===== src/rtl/ivr_pkg.sv =====
package ivr_pkg;

    localparam int CODE_W     = 6;
    localparam int ONES_W     = 5;
    localparam int ONES_SHIFT = 6;
    localparam int WORD0_W    = ONES_SHIFT + ONES_W;
    localparam int TRAP_W     = 9;
    localparam logic [TRAP_W-1:0] TRAP_CODE = 9'h060;
    localparam int STATUS_W   = 8;
    localparam int STATUS_BIT = 5;

    typedef enum logic {
        ST_IDLE = 1'b0,
        ST_BUSY = 1'b1
    } rx_state_e;

    typedef struct packed {
        logic              hit;
        logic [CODE_W-1:0] code;
    } map_entry_t;

    // Sparse legacy-line to vector-code table.
    function automatic map_entry_t map_lookup(input int idx);
        map_entry_t e;
        e.hit  = 1'b1;
        e.code = '0;
        case (idx)
            1:       e.code = 6'h29;
            4:       e.code = 6'h2b;
            6:       e.code = 6'h27;
            7:       e.code = 6'h22;
            12:      e.code = 6'h2a;
            default: e.hit  = 1'b0;
        endcase
        return e;
    endfunction

    // First data word: all-ones field above the vector code.
    function automatic logic [WORD0_W-1:0] make_word0(input logic [CODE_W-1:0] code);
        logic [WORD0_W-1:0] w;
        w = '0;
        w[ONES_SHIFT +: ONES_W] = '1;
        w[CODE_W-1:0]           = code;
        return w;
    endfunction

endpackage


===== src/rtl/ivr_line_map.sv =====
module ivr_line_map
    import ivr_pkg::*;
#(
    parameter int LINES = 16
) (
    input  logic [LINES-1:0]             lines,
    output logic [LINES-1:0]             req_mask,
    output logic [LINES-1:0][CODE_W-1:0] codes
);

    for (genvar g = 0; g < LINES; g++) begin : g_line
        localparam map_entry_t ENT = map_lookup(g);
        assign req_mask[g] = lines[g] & ENT.hit;
        assign codes[g]    = ENT.code;
    end

endmodule


===== src/rtl/ivr_lowest_pick.sv =====
module ivr_lowest_pick #(
    parameter int N     = 16,
    parameter int IDX_W = (N > 1) ? $clog2(N) : 1
) (
    input  logic [N-1:0]     req,
    output logic             any,
    output logic [IDX_W-1:0] idx
);

    always_comb begin
        any = |req;
        idx = '0;
        for (int i = N - 1; i >= 0; i--) begin
            if (req[i]) begin
                idx = IDX_W'(i);
            end
        end
    end

endmodule


===== src/rtl/ivr_dispatch_regs.sv =====
module ivr_dispatch_regs
    import ivr_pkg::*;
#(
    parameter int LINES  = 16,
    parameter int DATA_W = 64,
    parameter int IDX_W  = (LINES > 1) ? $clog2(LINES) : 1
) (
    input  logic                       clk,
    input  logic                       rst,
    input  logic [LINES-1:0]           lines,
    input  logic                       pick_any,
    input  logic [IDX_W-1:0]           pick_idx,
    input  logic [CODE_W-1:0]          pick_code,
    output logic                       busy,
    output logic [IDX_W-1:0]           cur_idx,
    output logic [2:0][DATA_W-1:0]     words
);

    rx_state_e state_q;

    always_ff @(posedge clk) begin
        if (rst) begin
            state_q <= ST_IDLE;
            cur_idx <= '0;
            words   <= '0;
        end else begin
            case (state_q)
                ST_IDLE: begin
                    if (pick_any) begin
                        state_q  <= ST_BUSY;
                        cur_idx  <= pick_idx;
                        words[0] <= DATA_W'(make_word0(pick_code));
                        words[1] <= '0;
                        words[2] <= '0;
                    end
                end
                ST_BUSY: begin
                    if (!lines[cur_idx]) begin
                        state_q <= ST_IDLE;
                    end
                end
                default: state_q <= ST_IDLE;
            endcase
        end
    end

    assign busy = (state_q == ST_BUSY);

endmodule


===== src/rtl/intr_vec_receiver.sv =====
module intr_vec_receiver
    import ivr_pkg::*;
#(
    parameter int LINES  = 16,
    parameter int DATA_W = 64
) (
    input  logic                clk,
    input  logic                rst,
    input  logic [LINES-1:0]    irq_lines,
    input  logic [1:0]          rd_sel,
    output logic                lvl5_req,
    output logic [STATUS_W-1:0] vec_status,
    output logic                hard_req,
    output logic [TRAP_W-1:0]   trap_type,
    output logic [DATA_W-1:0]   data_w0,
    output logic [DATA_W-1:0]   data_w1,
    output logic [DATA_W-1:0]   data_w2,
    output logic [DATA_W-1:0]   rd_data
);

    localparam int IDX_W = (LINES > 1) ? $clog2(LINES) : 1;

    logic [LINES-1:0]             req_mask;
    logic [LINES-1:0][CODE_W-1:0] codes;
    logic                         pick_any;
    logic [IDX_W-1:0]             pick_idx;
    logic                         busy;
    logic [IDX_W-1:0]             cur_idx;
    logic [2:0][DATA_W-1:0]       words;

    ivr_line_map #(.LINES(LINES)) u_map (
        .lines    (irq_lines),
        .req_mask (req_mask),
        .codes    (codes)
    );

    ivr_lowest_pick #(.N(LINES), .IDX_W(IDX_W)) u_pick (
        .req (req_mask),
        .any (pick_any),
        .idx (pick_idx)
    );

    ivr_dispatch_regs #(.LINES(LINES), .DATA_W(DATA_W), .IDX_W(IDX_W)) u_regs (
        .clk       (clk),
        .rst       (rst),
        .lines     (irq_lines),
        .pick_any  (pick_any),
        .pick_idx  (pick_idx),
        .pick_code (codes[pick_idx]),
        .busy      (busy),
        .cur_idx   (cur_idx),
        .words     (words)
    );

    always_comb begin
        lvl5_req   = busy;
        hard_req   = busy;
        vec_status = '0;
        vec_status[STATUS_BIT] = busy;
        trap_type  = busy ? TRAP_CODE : '0;
        data_w0    = words[0];
        data_w1    = words[1];
        data_w2    = words[2];
        case (rd_sel)
            2'd0:    rd_data = words[0];
            2'd1:    rd_data = words[1];
            2'd2:    rd_data = words[2];
            default: rd_data = '0;
        endcase
    end

    // a request only rises after a mapped line was seen high
    p_rise_src_r4: assert property (@(posedge clk) disable iff (rst)
        $rose(hard_req) |-> ($past(req_mask) != '0));

    // record format while a vector is pending
    p_word_fmt_r3: assert property (@(posedge clk) disable iff (rst)
        hard_req |-> (data_w1 == '0 && data_w2 == '0 &&
                      data_w0[ONES_SHIFT +: ONES_W] == '1));

    // served line low drops every request flag on the next edge
    p_drop_r5: assert property (@(posedge clk) disable iff (rst)
        (hard_req && !irq_lines[cur_idx]) |=>
            (!hard_req && !lvl5_req && vec_status == '0));

    // no preemption while the served line is held
    p_hold_r9: assert property (@(posedge clk) disable iff (rst)
        (hard_req && irq_lines[cur_idx]) |=> (hard_req && $stable(data_w0)));

    // only unmapped activity while idle never starts a dispatch
    p_unmapped_r6: assert property (@(posedge clk) disable iff (rst)
        (!hard_req && req_mask == '0) |=> !hard_req);

endmodule


===== config.mk =====
export PLATFORM = sky130hd
export DESIGN_NAME = intr_vec_receiver
export DESIGN_NICKNAME = d
export VERILOG_FILES = /design/src/rtl/ivr_pkg.sv /design/src/rtl/ivr_line_map.sv /design/src/rtl/ivr_lowest_pick.sv /design/src/rtl/ivr_dispatch_regs.sv /design/src/rtl/intr_vec_receiver.sv
export SDC_FILE = /design/constraint.sdc
export NUM_CORES = 1
export LEC_CHECK = 0
export BUFFER_PORTS_ARGS = -buffer_cell sky130_fd_sc_hd__buf_2
export CAP_MARGIN = 20
export CORE_MARGIN = 10
export CORE_UTILIZATION = 40
export DETAILED_ROUTE_END_ITERATION = 10
export PLACE_DENSITY = 0.84
export SLEW_MARGIN = 25
export SYNTH_ARGS = -nofsm -noshare
export SYNTH_HDL_FRONTEND = slang
export SYNTH_HIERARCHICAL = 1
export SYNTH_SLANG_ARGS = --single-unit

===== constraint.sdc =====
create_clock -name clk -period 2.4 [get_ports clk]
set_clock_uncertainty 0.15 [all_clocks]
set_input_delay 0.36 -clock clk [delete_from_list [all_inputs] [get_ports clk]]
set_output_delay 0.36 -clock clk [all_outputs]
set_load 0.01 [all_outputs]

==> results.txt, run 1 <==
----------------------------------------------------
[Synthesis]
  Unique masters post-synth ... 37
  Average size of a mapped cell ... 7.61 sq um
  Gate Count Post-Synth ... 684
  Count of state elements after synthesis ... 12
  Area of the mapped netlist ... 5210 sq um
  Area share of the largest cell type after synthesis ... 45.6%
  Sequential area share after synthesis ... 4.61%
  EDFF count, synth ... 0
  Async SR Flop Fraction ... 0%
  Synth area leaders ... sky130_fd_sc_hd__buf_4, sky130_fd_sc_hd__mux2i_1, sky130_fd_sc_hd__mux4_1
  Primary flip-flop cell chosen by synthesis mapping ... sky130_fd_sc_hd__dfxtp_1
  Library cell occupying the most area in the post-synthesis netlist ... sky130_fd_sc_hd__buf_4
  Yosys Warn Count ... 6

[Routing]
  Routed wirelength normalized by instance count ... 16.2 um
  Number of violations reported at the end of detailed-routing iteration 0 ... 214
  Per-cell via count in the routed design ... 4.13
  Number of remaining DRC errors ... 0
  Via total after detailed routing ... 3588
  Overall routed net length ... 14100 um
  Number of search-and-repair iterations in the first detailed-routing pass ... 5
  Post-detailed-route count of antenna-violating nets ... 0

[Setup path]
  Endpoint of the worst-slack reg-to-reg timing path ... u_regs/busy
  Register-to-register setup slack ... 290 ps
  Launch instance of the worst register-to-register path ... u_regs/cur_idx[0]
  Required time of the worst setup path ... 2370 ps
  Startpoint Class ... input port
  Critical Path End Type ... register
  R2R cell count ... 4
  Critical path launch point ... irq_lines[4]
  Critical Path AT ... 2120 ps
  Critical path endpoint ... u_regs/words[0]
  Class of the most critical setup path ... in2reg
  Biggest fanout along the worst timing path ... 17

[Placed design]
  Setup Slack @ Placement ... -28.0 ps
  Placed inst area ... 4350 sq um
  Placer's final routability congestion estimate ... 0.979
  Post-DP HPWL ... 12500 um
  Port buffer count ... 46

[Pwr]
  Internal Dissipation ... 0.736 mW
  Part of the total power dissipated in combinational logic ... 58.3%
  Relative contribution of sequential cells to total power ... 17.5%
  Power density over the cells ... 322 nW/um^2
  Lkg Pwr ... 2.33 nW
  Maximum vdd drop ... 0.161 mV
  Net switching power ... 0.693 mW
  Net switching fraction of the power ... 48.5%
  Clock power share ... 24.2%

[Timing]
  Final total negative setup slack ... 0 ps
  Worst Hold Margin ... 305 ps
  Final hold violations ... 0
  Transition at the pin with the smallest max-transition slack ... 912 ps
  Worst Setup Slack, final ... 257 ps
  Number of max-slew violations in the final report ... 0
  Fmax ... 467 MHz
  Relative slew slack ... 39.2%
  Finish-stage setup viols ... 0
  RSZ-0062 raised after global routing ... no
  Minimum clock period ... 2140 ps
  Final period utilization ... 89.3%

[CTS]
  Maximum number of buffers from clock root to sink ... 2
  Worst skew pair latency ... 250 ps
  Clock net sink count ... 12
  Clock slew seen by the registers of the worst setup and hold paths ... 40 ps
  Clock tree from TritonCTS ... yes
  Number of buffers created by CTS ... 3
  Root cell of the clock tree ... sky130_fd_sc_hd__clkbuf_16
  Setup bufs post-CTS ... 0
  Hold Buf Count CTS ... 0
  H-tree Lvls ... 1
  Resized Gates After CTS ... 0

[Die]
  Core box area ... 12700 sq um
  Ports ... 295
  Die extent in x ... 134 um
  Total Die Area ... 18000 sq um
  Effective utilization at floorplan ... 41.1%
  Number of rows in the core area ... 41
  Die Y ... 134 um

[Cells and area]
  Final Core Density ... 35.1%
  Commonest non-fill, non-tap cells in the layout ... sky130_fd_sc_hd__conb_1, sky130_fd_sc_hd__nand2_1, sky130_fd_sc_hd__o21ai_0, sky130_fd_sc_hd__mux2i_1, sky130_fd_sc_hd__buf_2
  Finished Cell Area ... 4450 sq um
  Post-layout net count ... 716
  Filler cells ... 1366
  Most common cell after layout, fill and taps aside ... sky130_fd_sc_hd__conb_1
  Layout cell share with drive strength beyond 1 ... 11.2%
  Area growth from synthesis to layout ... -14.6%

[GRT]
  Number of antenna violations at the first check in global routing ... 1
  Maximum number of pins on one net before global-route repair ... 66
  First-pass GRT wire length ... 20100 um
  GRT Residual Overflow ... 0
  Vias in the first global route ... 3362
  Combined global-route utilization of all metal layers ... 13.8%

[Worst hold path]
  Hold/Removal Path Class ... in2reg

[Outcome]
  Run status ... finished clean

[Job]
  Max-capacitance violation count ... 0

----------------------------------------------------
cell usage after synthesis, drive strengths merged (2+ instances only):
cell	instances
nand2	95
a31oi	2
inv	4
nor2	12
a22oi	12
buf	334
a21oi	13
o21ai	66
nor4	2
clkbuf	13
conb	4
dfxtp	12
nand2b	2
nor2b	4
mux4	27
a2111oi	2
or3	2
mux2i	65
nand3	2
metrics by stage:
stage          total power [mW]  instances
2_1_floorplan              1.25        982
3_3_place_gp              0.979        863
3_5_place_dp              0.987        863
4_1_cts                    1.34        867
5_1_grt                    1.53        868
6_report                   1.43        868
worst min-delay path by stage:
stage	cells past startpoint	slack (ps)	start	to
after floorplan	1	280	rst	u_regs/cur_idx[3]
after global placement	2	310	u_regs/cur_idx[2]	u_regs/cur_idx[2]
after detailed placement	2	320	u_regs/cur_idx[2]	u_regs/cur_idx[2]
after CTS	2	310	rst	u_regs/words[6]
after global routing	2	320	rst	u_regs/words[6]
final	2	310	rst	u_regs/words[6]
routing by layer:
layer	global-route usage, %	up-vias	part of all wire, %
li1	-	1745	-
met1	13.3	1667	33
met2	27.1	159	55
met3	3.58	17	9.5
met4	5.56	0	2.8
met5	0	-	0
logic make-up after synthesis:
logic type / after synthesis / synth area share (%)
muxes: 93 / 25.5
AOI/OAI and AO/OA: 98 / 10.4
other: 4 / 0.288
and+or+nand+nor: 126 / 10.2
DFF: 12 / 4.61
buffers and inverters: 351 / 49.1
power groups by stage:
stage	Sequential, mW	Clock (mW)	Combinational, mW
4_1_cts	0.252	0.353	0.732
3_3_place_gp	0.254	0	0.725
5_1_grt	0.255	0.363	0.914
6_report	0.250	0.346	0.833
2_1_floorplan	0.245	0	1.01
3_5_place_dp	0.255	0	0.731
critical path, stage by stage:
cell and delay, ps:
sky130_fd_sc_hd__buf_2 120, sky130_fd_sc_hd__nor3_1 170, sky130_fd_sc_hd__nand3_1 110, sky130_fd_sc_hd__o22ai_2 200, sky130_fd_sc_hd__buf_12 190, sky130_fd_sc_hd__mux4_1 560, sky130_fd_sc_hd__a22oi_1 190, sky130_fd_sc_hd__nand2_1 80
sky130_fd_sc_hd__nand2_1 60, sky130_fd_sc_hd__a21oi_1 60
state kept, by name (all words and copies together), names as in the netlist:
| name | cells |
|---|---|
| u_regs/cur_idx | 4 |
| u_regs/busy | 1 |
| u_regs/words | 7 |
layout make-up:
type,instances,area [sq um],area share [%]
inverters,4,15.0,0.338
well taps,172,215,4.84
clock buffers,4,88.8,2.00
flip-flops and latches,12,240,5.40
repair buffers,56,333,7.49
diodes,1,2.50,0.0563
multi-input cells,619,3550,79.9
No activity file was read; power rests on OpenSTA's default activity.
==> run 2: changes to the inputs <==
Settings changed: CORE_ASPECT_RATIO set to 1.1.
==> run 2 against run 1 <==
Effect of this change:
- critical path depth increased by 1
- first-iteration DRC count decreased by 0.47%
- global-route usage about the same
- non-clock buffer count increased by 1
- utilization decreased by 0.29 points
- register-to-register slack improved by 190 ps
- largest cell class unchanged
- highest routed layer unchanged
==> results.txt, run 2 (same netlist as run 1, synthesis figures left out) <==
----------------------------------------------------
[Cells and area]
  Largest register FFs ... 7 (unchanged)
  Commonest non-fill, non-tap cells in the layout ... sky130_fd_sc_hd__conb_1, sky130_fd_sc_hd__nand2_1, sky130_fd_sc_hd__o21ai_0, sky130_fd_sc_hd__mux2i_1, sky130_fd_sc_hd__buf_2
  Area growth from synthesis to layout ... -15.1%
  Layout cell share with drive strength beyond 1 ... 11.2% (unchanged)
  Biggest register ... u_regs/words
  Finished Cell Area ... 4420 sq um (-0.62%)
  Most common cell after layout, fill and taps aside ... sky130_fd_sc_hd__conb_1
  Non-filler cells in the finished layout ... 852 (-1.8%)
  Filler cells ... 1344 (-1.6%)
  Post-layout net count ... 717 (+0.14%)
  Number of inserted diodes ... 0 (-1)

[Timing]
  Minimum clock period ... 2160 ps (+20.1 ps)
  Final total negative setup slack ... 0 ps (unchanged)
  Relative slew slack ... 44.1% (+5.0 points)
  Final period utilization ... 90.1% (+0.84 points)
  Finish-stage setup viols ... 0 (unchanged)
  Transition at the pin with the smallest max-transition slack ... 829 ps (-83.0 ps)
  Final hold violations ... 0 (unchanged)
  Fmax ... 462 MHz (-0.93%)
  RSZ-0062 raised after global routing ... no
  Number of max-slew violations in the final report ... 0 (unchanged)
  Worst Hold Margin ... 309 ps (+4.08 ps)
  Worst Setup Slack, final ... 237 ps (-20.1 ps)

[CTS]
  Maximum number of buffers from clock root to sink ... 2 (unchanged)
  Clock slew seen by the registers of the worst setup and hold paths ... 40 ps (about the same)
  Number of buffers created by CTS ... 3 (unchanged)
  H-tree Lvls ... 1 (unchanged)
  Clock net sink count ... 12 (unchanged)
  Root cell of the clock tree ... sky130_fd_sc_hd__clkbuf_16
  Resized Gates After CTS ... 0 (unchanged)
  Clock tree from TritonCTS ... yes
  Setup bufs post-CTS ... 0 (unchanged)
  Hold Buf Count CTS ... 0 (unchanged)
  Worst skew pair latency ... 240 ps (about the same)

[Pwr]
  Clock power share ... 21.7% (-2.5 points)
  Power density over the cells ... 313 nW/um^2 (-2.5%)
  Net switching fraction of the power ... 49.3% (+0.79 points)
  Relative contribution of sequential cells to total power ... 17.7% (+0.2 points)
  Net switching power ... 0.683 mW (-1.6%)
  Maximum vdd drop ... 0.182 mV (+13%)
  Lkg Pwr ... 2.33 nW (-0.13%)
  Internal Dissipation ... 0.702 mW (-4.6%)
  Part of the total power dissipated in combinational logic ... 60.6% (+2.3 points)

[Routing]
  Overall routed net length ... 13900 um (-0.98%)
  Post-detailed-route count of antenna-violating nets ... 0 (unchanged)
  Routed wirelength normalized by instance count ... 16.4 um (+0.88%)
  Per-cell via count in the routed design ... 4.19 (+1.3%)
  Number of remaining DRC errors ... 0 (unchanged)
  Via total after detailed routing ... 3568 (-0.56%)
  Number of search-and-repair iterations in the first detailed-routing pass ... 4 (-1)
  Number of violations reported at the end of detailed-routing iteration 0 ... 213 (-0.47%)

[Placed design]
  Instance count after placement with tap cells included ... 849 (-1.6%)
  Placed inst area ... 4340 sq um (-0.26%)
  Setup Slack @ Placement ... 11.1 ps (+39.1 ps)
  Post-DP HPWL ... 12300 um (-2.1%)
  Placer's final routability congestion estimate ... 0.861 (-12%)
  Port buffer count ... 46 (unchanged)

[Die]
  Die extent in x ... 129 um (-4.0%)
  Number of rows in the core area ... 43 (+4.9%)
  Core box area ... 12700 sq um (+0.21%)
  Effective utilization at floorplan ... 41.0% (-0.085 points)
  Ports ... 295 (unchanged)
  Die Y ... 140 um (+4.2%)
  Total Die Area ... 18000 sq um (about the same)

[Setup path]
  Critical Path AT ... 2130 ps (about the same)
  Number of buffer and inverter instances along the worst setup path ... 3 (+1)
  Startpoint Class ... input port
  Most numerous cell on the critical path ... sky130_fd_sc_hd__nand2_1
  Critical Path End Type ... register
  Crit-path cells ... buf_2 > nor2_1 > o311a_1 > o22ai_2 > buf_12 > buf_4 > mux4_1 > a22oi_1 > nand2_1 > nand2_1 > a21oi_1
  Class of the most critical setup path ... in2reg
  Family with the most delay on the worst path ... compound AO/OA/AOI/OAI gates
  Maximum cell stage delay along the critical path ... 460 ps (-100 ps)
  Required time of the worst setup path ... 2360 ps (about the same)
  Critical path's slowest cell ... sky130_fd_sc_hd__mux4_1
  Biggest fanout along the worst timing path ... 15 (-2)

[Worst hold path]
  Hold/Removal Path Class ... in2reg

[GRT]
  First-pass GRT wire length ... 20200 um (+0.79%)
  Maximum number of pins on one net before global-route repair ... 58 (-12%)
  GRT Residual Overflow ... 0 (unchanged)
  Combined global-route utilization of all metal layers ... 13.8% (-0.029 points)
  Vias in the first global route ... 3352 (-0.30%)
  Number of antenna violations at the first check in global routing ... 0 (-1)

[Outcome]
  Run status ... finished clean

[Job]
  Max-capacitance violation count ... 0 (unchanged)

----------------------------------------------------
==> run 2: path summary, 6_finish.rpt <==
kind / from / end / slack, ps / cells after the start
min: rst / u_regs/words[6] / 310 / 2
max: irq_lines[7] / u_regs/words[3] / 240 / 11
min reg2reg: u_regs/words[2] / u_regs/words[2] / 330 / 2
max reg2reg: u_regs/cur_idx[0] / u_regs/busy / 480 / 4
==> run 2: power by group through the flow <==
stage                     registers [mW]  clock network [mW]  logic [mW]
after detailed placement           0.250                   0       0.738
after floorplan                    0.245                   0        1.01
after CTS                          0.246               0.302       0.739
after global routing               0.249               0.307       0.922
after global placement             0.249                   0       0.735
final                              0.245               0.300       0.839
==> run 2: layer usage <==
layer | track usage, % | part of all wire [%] | vias up
met5 | 0 | 0 | -
met3 | 5.51 | 12 | 17
li1 | - | - | 1741
met2 | 26.2 | 52 | 163
met1 | 13.3 | 33 | 1647
met4 | 3.48 | 2.1 | 0
==> run 2: cell type report <==
type                       count  area, sq um  area share, %
timing repair buffer          57          340           7.70
sequential                    12          240           5.44
multi-input combinational    619         3550           80.4
tap                          157          196           4.45
clock buffer                   3         75.1           1.70
inverter                       4         15.0          0.340
==> run 2: stage by stage <==
stage	total power, mW	utilization, %
final	1.38	34.8
after detailed placement	0.988	34.2
after CTS	1.29	34.8
after floorplan	1.25	-
after global routing	1.48	34.8
after global placement	0.983	34.2
